**config.mk**
```make
export PLATFORM = sky130hd
export DESIGN_NAME = hib_wake_seq
export DESIGN_NICKNAME = d
export VERILOG_FILES = /design/src/rtl/hws_pkg.sv /design/src/rtl/hws_regs.sv /design/src/rtl/hws_fsm.sv /design/src/rtl/hib_wake_seq.sv
export SDC_FILE = /design/constraint.sdc
export NUM_CORES = 1
export LEC_CHECK = 0
export BUFFER_PORTS_ARGS = -buffer_cell sky130_fd_sc_hd__clkbuf_2
export CAP_MARGIN = 25
export CORE_MARGIN = 1.5
export CORE_UTILIZATION = 35
export DETAILED_ROUTE_END_ITERATION = 10
export PLACE_DENSITY = 0.54
export RECOVER_POWER = 100
export SLEW_MARGIN = 25
export SYNTH_ARGS = -nofsm -noshare
export SYNTH_HDL_FRONTEND = slang
export SYNTH_SLANG_ARGS = --single-unit
```
**constraint.sdc**
```tcl
create_clock -name clk_slow_i -period 4.4 [get_ports clk_slow_i]
set_clock_uncertainty 0.2 [all_clocks]
set_input_delay 0.44 -clock clk_slow_i [delete_from_list [all_inputs] [get_ports clk_slow_i]]
set_output_delay 0.44 -clock clk_slow_i [all_outputs]
set_load 0.03 [all_outputs]
```
**src/rtl/hws_pkg.sv**
```systemverilog
package hws_pkg;
   typedef enum logic [1:0] {
      ST_RUN   = 2'd0,
      ST_HIB   = 2'd1,
      ST_WFILT = 2'd2,
      ST_RHOLD = 2'd3
   } hws_state_t;
endpackage

```
**src/rtl/hws_regs.sv**
```systemverilog
module hws_regs #(
   parameter int ADDR_W    = 8,
   parameter int DATA_W    = 32,
   parameter logic [ADDR_W-1:0] OFF_HIB  = 'h20,
   parameter logic [ADDR_W-1:0] OFF_FILT = 'h24,
   parameter logic [ADDR_W-1:0] OFF_RST  = 'h28,
   parameter logic [ADDR_W-1:0] OFF_CKP  = 'h40,
   parameter int FILT_LO   = 5,
   parameter int FILT_HI   = 15,
   parameter int RST_LO    = 5,
   parameter int RST_HI    = 11,
   parameter int CKP_PULL  = 4,
   parameter int CKP_EN_LO = 1,
   parameter int CKP_EN_HI = 2,
   parameter bit PIN_CTRL  = 1'b1
) (
   input  logic              clk_i,
   input  logic              rst_ni,
   input  logic              we_i,
   input  logic [ADDR_W-1:0] addr_i,
   input  logic [DATA_W-1:0] wdata_i,
   output logic [DATA_W-1:0] rdata_o,
   output logic              hib_req_o,
   output logic [FILT_HI:0]  filt_ticks_o,
   output logic [RST_HI:0]   rst_ticks_o,
   output logic              clk_en_o,
   output logic              pull_dis_o
);
   localparam int FILT_W = FILT_HI - FILT_LO + 1;
   localparam int RST_W  = RST_HI - RST_LO + 1;
   localparam logic [DATA_W-1:0] FILT_MASK = DATA_W'(((64'd1 << FILT_W) - 64'd1) << FILT_LO);
   localparam logic [DATA_W-1:0] RST_MASK  = DATA_W'(((64'd1 << RST_W) - 64'd1) << RST_LO);

   if (FILT_HI >= DATA_W || RST_HI >= DATA_W || CKP_PULL >= DATA_W || CKP_EN_HI >= DATA_W) begin : g_bad_width
      $error("hws_regs: field beyond data width");
   end
   if (FILT_LO < 1 || RST_LO < 1 || FILT_HI < FILT_LO || RST_HI < RST_LO) begin : g_bad_field
      $error("hws_regs: count fields must be non-empty and start above bit 0");
   end

   logic [FILT_W-1:0] filt_q;
   logic [RST_W-1:0]  rst_q;
   logic [DATA_W-1:0] ckp_rd;

   logic sel_filt, sel_rst, sel_ckp;
   assign sel_filt = we_i && (addr_i == OFF_FILT);
   assign sel_rst  = we_i && (addr_i == OFF_RST);
   assign sel_ckp  = we_i && (addr_i == OFF_CKP);

   always_ff @(posedge clk_i or negedge rst_ni) begin
      if (!rst_ni) begin
         filt_q <= '0;
         rst_q  <= '0;
      end else begin
         if (sel_filt) filt_q <= wdata_i[FILT_HI:FILT_LO];
         if (sel_rst)  rst_q  <= wdata_i[RST_HI:RST_LO];
      end
   end

   assign hib_req_o    = we_i && (addr_i == OFF_HIB) && wdata_i[0];
   assign filt_ticks_o = {filt_q, {FILT_LO{1'b0}}};
   assign rst_ticks_o  = {rst_q, {RST_LO{1'b0}}};

   if (PIN_CTRL) begin : g_pin
      logic                           pull_q;
      logic [CKP_EN_HI-CKP_EN_LO:0]   en_q;

      always_ff @(posedge clk_i or negedge rst_ni) begin
         if (!rst_ni) begin
            pull_q <= 1'b0;
            en_q   <= '0;
         end else if (sel_ckp) begin
            pull_q <= wdata_i[CKP_PULL];
            en_q   <= wdata_i[CKP_EN_HI:CKP_EN_LO];
         end
      end

      assign clk_en_o   = &en_q;
      assign pull_dis_o = pull_q;

      always_comb begin
         ckp_rd = '0;
         ckp_rd[CKP_PULL] = pull_q;
         ckp_rd[CKP_EN_HI:CKP_EN_LO] = en_q;
      end

      // the clock output only turns on after a write to its register
      p_clk_on_by_write_r8: assert property (@(posedge clk_i) disable iff (!rst_ni)
         $rose(clk_en_o) |-> $past(we_i && addr_i == OFF_CKP));
   end else begin : g_nopin
      assign clk_en_o   = 1'b0;
      assign pull_dis_o = 1'b0;
      assign ckp_rd     = '0;
   end

   always_comb begin
      rdata_o = '0;
      if (addr_i == OFF_FILT)      rdata_o[FILT_HI:FILT_LO] = filt_q;
      else if (addr_i == OFF_RST)  rdata_o[RST_HI:RST_LO]   = rst_q;
      else if (addr_i == OFF_CKP)  rdata_o = ckp_rd;
   end

   // reserved bits of the filter register read as zero
   p_filt_reserved_r3: assert property (@(posedge clk_i) disable iff (!rst_ni)
      (addr_i == OFF_FILT) |-> ((rdata_o & ~FILT_MASK) == '0));
   // reserved bits of the reset-time register read as zero
   p_rst_reserved_r4: assert property (@(posedge clk_i) disable iff (!rst_ni)
      (addr_i == OFF_RST) |-> ((rdata_o & ~RST_MASK) == '0));
endmodule

```
**src/rtl/hws_fsm.sv**
```systemverilog
module hws_fsm
   import hws_pkg::*;
#(
   parameter int FCNT_W = 16,
   parameter int RCNT_W = 12
) (
   input  logic              clk_i,
   input  logic              rst_ni,
   input  logic              hib_req_i,
   input  logic              wake_i,
   input  logic [FCNT_W-1:0] filt_ticks_i,
   input  logic [RCNT_W-1:0] rst_ticks_i,
   output logic              pwr_down_o,
   output logic              sys_rst_no
);
   if (FCNT_W < 2 || RCNT_W < 2) begin : g_bad_cnt
      $error("hws_fsm: counter widths too small");
   end

   hws_state_t        st_q;
   logic [FCNT_W-1:0] fcnt_q;
   logic [RCNT_W-1:0] rcnt_q;

   always_ff @(posedge clk_i or negedge rst_ni) begin
      if (!rst_ni) begin
         st_q   <= ST_RUN;
         fcnt_q <= '0;
         rcnt_q <= '0;
      end else begin
         unique case (st_q)
            ST_RUN: begin
               if (hib_req_i) st_q <= ST_HIB;
            end
            ST_HIB: begin
               st_q   <= ST_WFILT;
               fcnt_q <= '0;
            end
            ST_WFILT: begin
               if (!wake_i) begin
                  fcnt_q <= '0;
               end else if (fcnt_q >= filt_ticks_i) begin
                  st_q   <= ST_RHOLD;
                  rcnt_q <= RCNT_W'(1);
               end else begin
                  fcnt_q <= fcnt_q + 1'b1;
               end
            end
            ST_RHOLD: begin
               if (rcnt_q >= rst_ticks_i) st_q <= ST_RUN;
               else                       rcnt_q <= rcnt_q + 1'b1;
            end
            default: st_q <= ST_RUN;
         endcase
      end
   end

   assign pwr_down_o = (st_q == ST_HIB) || (st_q == ST_WFILT);
   assign sys_rst_no = (st_q != ST_RHOLD);

   // hibernate always hands over to the filter after one tick
   p_hib_to_filt_r5: assert property (@(posedge clk_i) disable iff (!rst_ni)
      (st_q == ST_HIB) |=> (st_q == ST_WFILT));
   // a low wake sample restarts the filter and keeps power down
   p_low_restarts_r6: assert property (@(posedge clk_i) disable iff (!rst_ni)
      (st_q == ST_WFILT && !wake_i) |=> (st_q == ST_WFILT && fcnt_q == '0 && pwr_down_o));
   // without a command a running block keeps running
   p_run_holds_r2: assert property (@(posedge clk_i) disable iff (!rst_ni)
      (st_q == ST_RUN && !hib_req_i) |=> (!pwr_down_o && sys_rst_no));
   // power-down only ends into the reset pulse
   p_pd_ends_in_reset_r7: assert property (@(posedge clk_i) disable iff (!rst_ni)
      $fell(pwr_down_o) |-> !sys_rst_no);
endmodule

```
**src/rtl/hib_wake_seq.sv**
```systemverilog
module hib_wake_seq #(
   parameter int ADDR_W    = 8,
   parameter int DATA_W    = 32,
   parameter int FILT_LO   = 5,
   parameter int FILT_HI   = 15,
   parameter int RST_LO    = 5,
   parameter int RST_HI    = 11,
   parameter bit PIN_CTRL  = 1'b1
) (
   input  logic              clk_slow_i,
   input  logic              rst_ni,
   input  logic              reg_we_i,
   input  logic [ADDR_W-1:0] reg_addr_i,
   input  logic [DATA_W-1:0] reg_wdata_i,
   output logic [DATA_W-1:0] reg_rdata_o,
   input  logic              wake_i,
   output logic              pwr_down_o,
   output logic              sys_rst_no,
   output logic              clk32_oe_o,
   output logic              pad_pull_dis_o
);
   localparam int FCNT_W = FILT_HI + 1;
   localparam int RCNT_W = RST_HI + 1;

   logic              hib_req;
   logic [FCNT_W-1:0] filt_ticks;
   logic [RCNT_W-1:0] rst_ticks;

   hws_regs #(
      .ADDR_W   (ADDR_W),
      .DATA_W   (DATA_W),
      .FILT_LO  (FILT_LO),
      .FILT_HI  (FILT_HI),
      .RST_LO   (RST_LO),
      .RST_HI   (RST_HI),
      .PIN_CTRL (PIN_CTRL)
   ) u_regs (
      .clk_i        (clk_slow_i),
      .rst_ni       (rst_ni),
      .we_i         (reg_we_i),
      .addr_i       (reg_addr_i),
      .wdata_i      (reg_wdata_i),
      .rdata_o      (reg_rdata_o),
      .hib_req_o    (hib_req),
      .filt_ticks_o (filt_ticks),
      .rst_ticks_o  (rst_ticks),
      .clk_en_o     (clk32_oe_o),
      .pull_dis_o   (pad_pull_dis_o)
   );

   hws_fsm #(
      .FCNT_W (FCNT_W),
      .RCNT_W (RCNT_W)
   ) u_fsm (
      .clk_i        (clk_slow_i),
      .rst_ni       (rst_ni),
      .hib_req_i    (hib_req),
      .wake_i       (wake_i),
      .filt_ticks_i (filt_ticks),
      .rst_ticks_i  (rst_ticks),
      .pwr_down_o   (pwr_down_o),
      .sys_rst_no   (sys_rst_no)
   );
endmodule

```
==> results.sh <==
export IMPL_timing_rr_end="u_fsm.rcnt_q[8]"
export IMPL_rr_worst_depth=8
export IMPL_period_needed_ns=3.293
export IMPL_yosysMostFrequentCell="dfrtp_1"
export IMPL_drtIter0Drc=115
export IMPL_worst_path_buf_inv=1
export IMPL_clk_path_buf_depth=2
export IMPL_synth_top_family_by_area="simple AND/OR/NAND/NOR gates"
export IMPL_tightest_slew_ns=2.819
export IMPL_violations="capacitance limit, slew limit"
export IMPL_setup_viol=0
export IMPL_synth_simple_area_share=0.2121
export IMPL_power_mw=1.574
export IMPL_synth_edf_count=0
export IMPL_dieArea_sq_um=10430
export IMPL_dieHeight_um=102.1
export IMPL_crit_fanout=22
export IMPL_synth_compound_area_frac=0.1550
export IMPL_timing_rr_start="u_fsm.st_q[1]"
export IMPL_avgSynthCellArea_sq_um=9.608
export IMPL_crit_family="simple AND/OR/NAND/NOR gates"
export IMPL_arrival_ns=3.34
export IMPL_vias=2699
export IMPL_post_cts_resize_count=0
export IMPL_internal_power_uw=897.4
export IMPL_grt_usage=0.1643
export IMPL_switchingPower_uw=676.7
export IMPL_dp_slack_ns=1.445
export IMPL_hold_buffers=0
export IMPL_final_hold_violation_count=0
export IMPL_synthTopCellsByArea="dfrtp_1 37%, ha_1 9.5%, mux2_2 6.9%"
export IMPL_ios=80
export IMPL_ys_seq_elements=51
export IMPL_numCtsBuffers=5
export IMPL_drtPass1Iterations=4
export IMPL_synth_area_sq_um=3440
export IMPL_synth_top_area_share=0.3710
export IMPL_hold_depth=2
export IMPL_whs_ns=0.1517
export IMPL_yosys_area_share_xor_xnor=0.007639
export IMPL_power_density_nw_per_um2=416.2
export IMPL_ctsHtreeMaxLevel=2
export IMPL_power_leakage_nw=1.721
export IMPL_ys_seq_area_frac=0.3710
export IMPL_yosysTopAreaCell="dfrtp_1"
export IMPL_clock_power_share=0.216
export IMPL_drive_above_1_share=0.1592
export IMPL_ant_nets=0
export IMPL_dpl_cell_area_sq_um=3721
export IMPL_gp_congestion=0.7626
export IMPL_yosysWarnings=0
export IMPL_grt_max_degree=52
export IMPL_required_ns=4.45
export IMPL_fin_nets=471
export IMPL_clk_pin_slew_worst_paths_ns=0.10
export IMPL_fp_row_count=35
export IMPL_synth_distinct_cells=60
export IMPL_status="finished, violations left"
export IMPL_syn_inst=358
export IMPL_start_kind="flip-flop"
export IMPL_dp_hpwl_mm=5.919
export IMPL_min_from="reg_wdata_i[15]"
export IMPL_drt_wl_total_mm=7.915
export IMPL_path_class="reg -> reg"
export IMPL_finalMaxSlewViolations=52
export IMPL_setup_ws_ns=1.107
export IMPL_seq_power_share=0.372
export IMPL_wire_per_inst_um=14.91
export IMPL_fin_setup_tns_ns=0
export IMPL_drc_errors=0
export IMPL_swShare=0.4299
export IMPL_worst_path_max_delay_cell="or4_1"
export IMPL_vias_per_cell=5.083
export IMPL_grt_ovfl_total=0
export IMPL_max_stage_delay_ns=0.59
export IMPL_clkLatencyLatePin_ns=0.31
export IMPL_rsz0062_at_grt="false"
export IMPL_area_growth_pct=9.967
export IMPL_crit_path_cell_trace="ha_1 -> nor4b_1 -> nand2_1 -> o31ai_1 -> o32ai_2 -> clkbuf_1 -> or4_1 -> nand3_1"
export IMPL_cap_violations=1
export IMPL_synth_fa_ha_area_frac=0.09458
export IMPL_dpl_cell_count=523
export IMPL_die_w_um=102.1
export IMPL_finalInstanceArea_sq_um=3782
export IMPL_cts_tree="built"
export IMPL_diodes=0
export IMPL_synth_common_cells="51 x dfrtp_1, 31 x nand2_1, 28 x inv_1, 26 x ha_1, 21 x mux2_2"
export IMPL_final_cells=531
export IMPL_grt_pass1_wl_mm=13.47
export IMPL_antenna_found_initial=0
export IMPL_hp_class="in -> reg"
export IMPL_root_buffer="clkbuf_8"
export IMPL_grt_pass1_vias=2777
export IMPL_initial_core_util=0.3670
export IMPL_synthMuxAreaShare=0.07166
export IMPL_hold_path_end="u_regs.filt_q[10]"
export IMPL_cp_num_cells=8
export IMPL_max_slew_margin=-0.8793
export IMPL_postCtsSetupBuffers=0
export IMPL_final_util=0.4036
export IMPL_rrSetupSlack_ns=1.11
export IMPL_fmax_mhz=303.7
export IMPL_async_flop_share=1.000
export IMPL_critPathCaptureType="flip-flop"
export IMPL_ir_drop_mv=0.1928
export IMPL_synth_flop_cell="dfrtp_1"
export IMPL_p_comb_frac=0.413
export IMPL_port_buffers=44
export IMPL_core_area_sq_um=9371
export IMPL_fin_crit_sh=0.7483
export IMPL_cts_sinks=51
## registers in the layout, indices dropped and copies added (netlist names)
name and count:
u_fsm.st_q 2, u_regs.filt_q 11, u_fsm.fcnt_q 16, u_regs.g_pin.en_q 2, u_regs.rst_q 7, u_regs.pull_dis_o 1, u_fsm.rcnt_q 12
## layout make-up
type	instances	area [sq um]
tap	129	161.4
clock inverter	3	43.79
multi-input combinational	268	1918
fill	986	5589
timing repair buffer	47	209.0
sequential	51	1276
clock buffer	5	68.82
inverter	28	105.1
## cell usage in the layout, fill, tap and decap left out, drive strengths merged, types with 5 or more instances in the layout
master   n
dfrtp   51
a21oi    8
or4      7
mux2    21
clkbuf  52
nor4     8
inv     28
ha      26
nand2   31
and2    10
a211o    5
o21ai   14
conb    18
nor2    13
nor3     7
or3      5
a22o     7
nand3   17
o31ai    5
o211ai   6
nor4b    5
## per-layer routing
layer | up-vias | part of all wire | global-route usage
met2 | 43 | 0.48 | 0.2771
met3 | 4 | 0.033 | 0.02599
met4 | 0 | 0.0054 | 0.03793
li1 | 1364 | - | -
met1 | 1288 | 0.48 | 0.2218
met5 | - | 0 | 0
## how the worst max path moves through the flow
stage                              from              end  slack (ns)
after floorplan           reg_addr_i[1]  reg_rdata_o[10]        1.94
after global placement    u_fsm.st_q[1]  u_fsm.rcnt_q[8]        1.45
after detailed placement  u_fsm.st_q[1]  u_fsm.rcnt_q[8]        1.45
after CTS                 u_fsm.st_q[1]  u_fsm.rcnt_q[8]        1.39
after global routing      u_fsm.st_q[1]  u_fsm.rcnt_q[8]        0.78
final                     u_fsm.st_q[1]  u_fsm.rcnt_q[8]        1.11
## power groups by stage
stage | sequential (mW) | clock, mW | combinational (mW)
after floorplan | 0.578 | 0 | 0.526
after global placement | 0.593 | 0 | 0.663
final | 0.585 | 0.340 | 0.650
after CTS | 0.585 | 0.350 | 0.676
after global routing | 0.597 | 0.376 | 0.735
after detailed placement | 0.595 | 0 | 0.673
## cells by family (layout without fill, tap and decap cells)
family / count (synthesis) / count (layout)
other cells: 1 / 18
mux: 22 / 22
simple gates: 128 / 128
xor+xnor: 3 / 3
fa+ha+maj: 26 / 26
compound gates: 71 / 71
flops: 51 / 51
buf+inv: 56 / 83
Note: power is estimated with default switching activity, not from simulation.
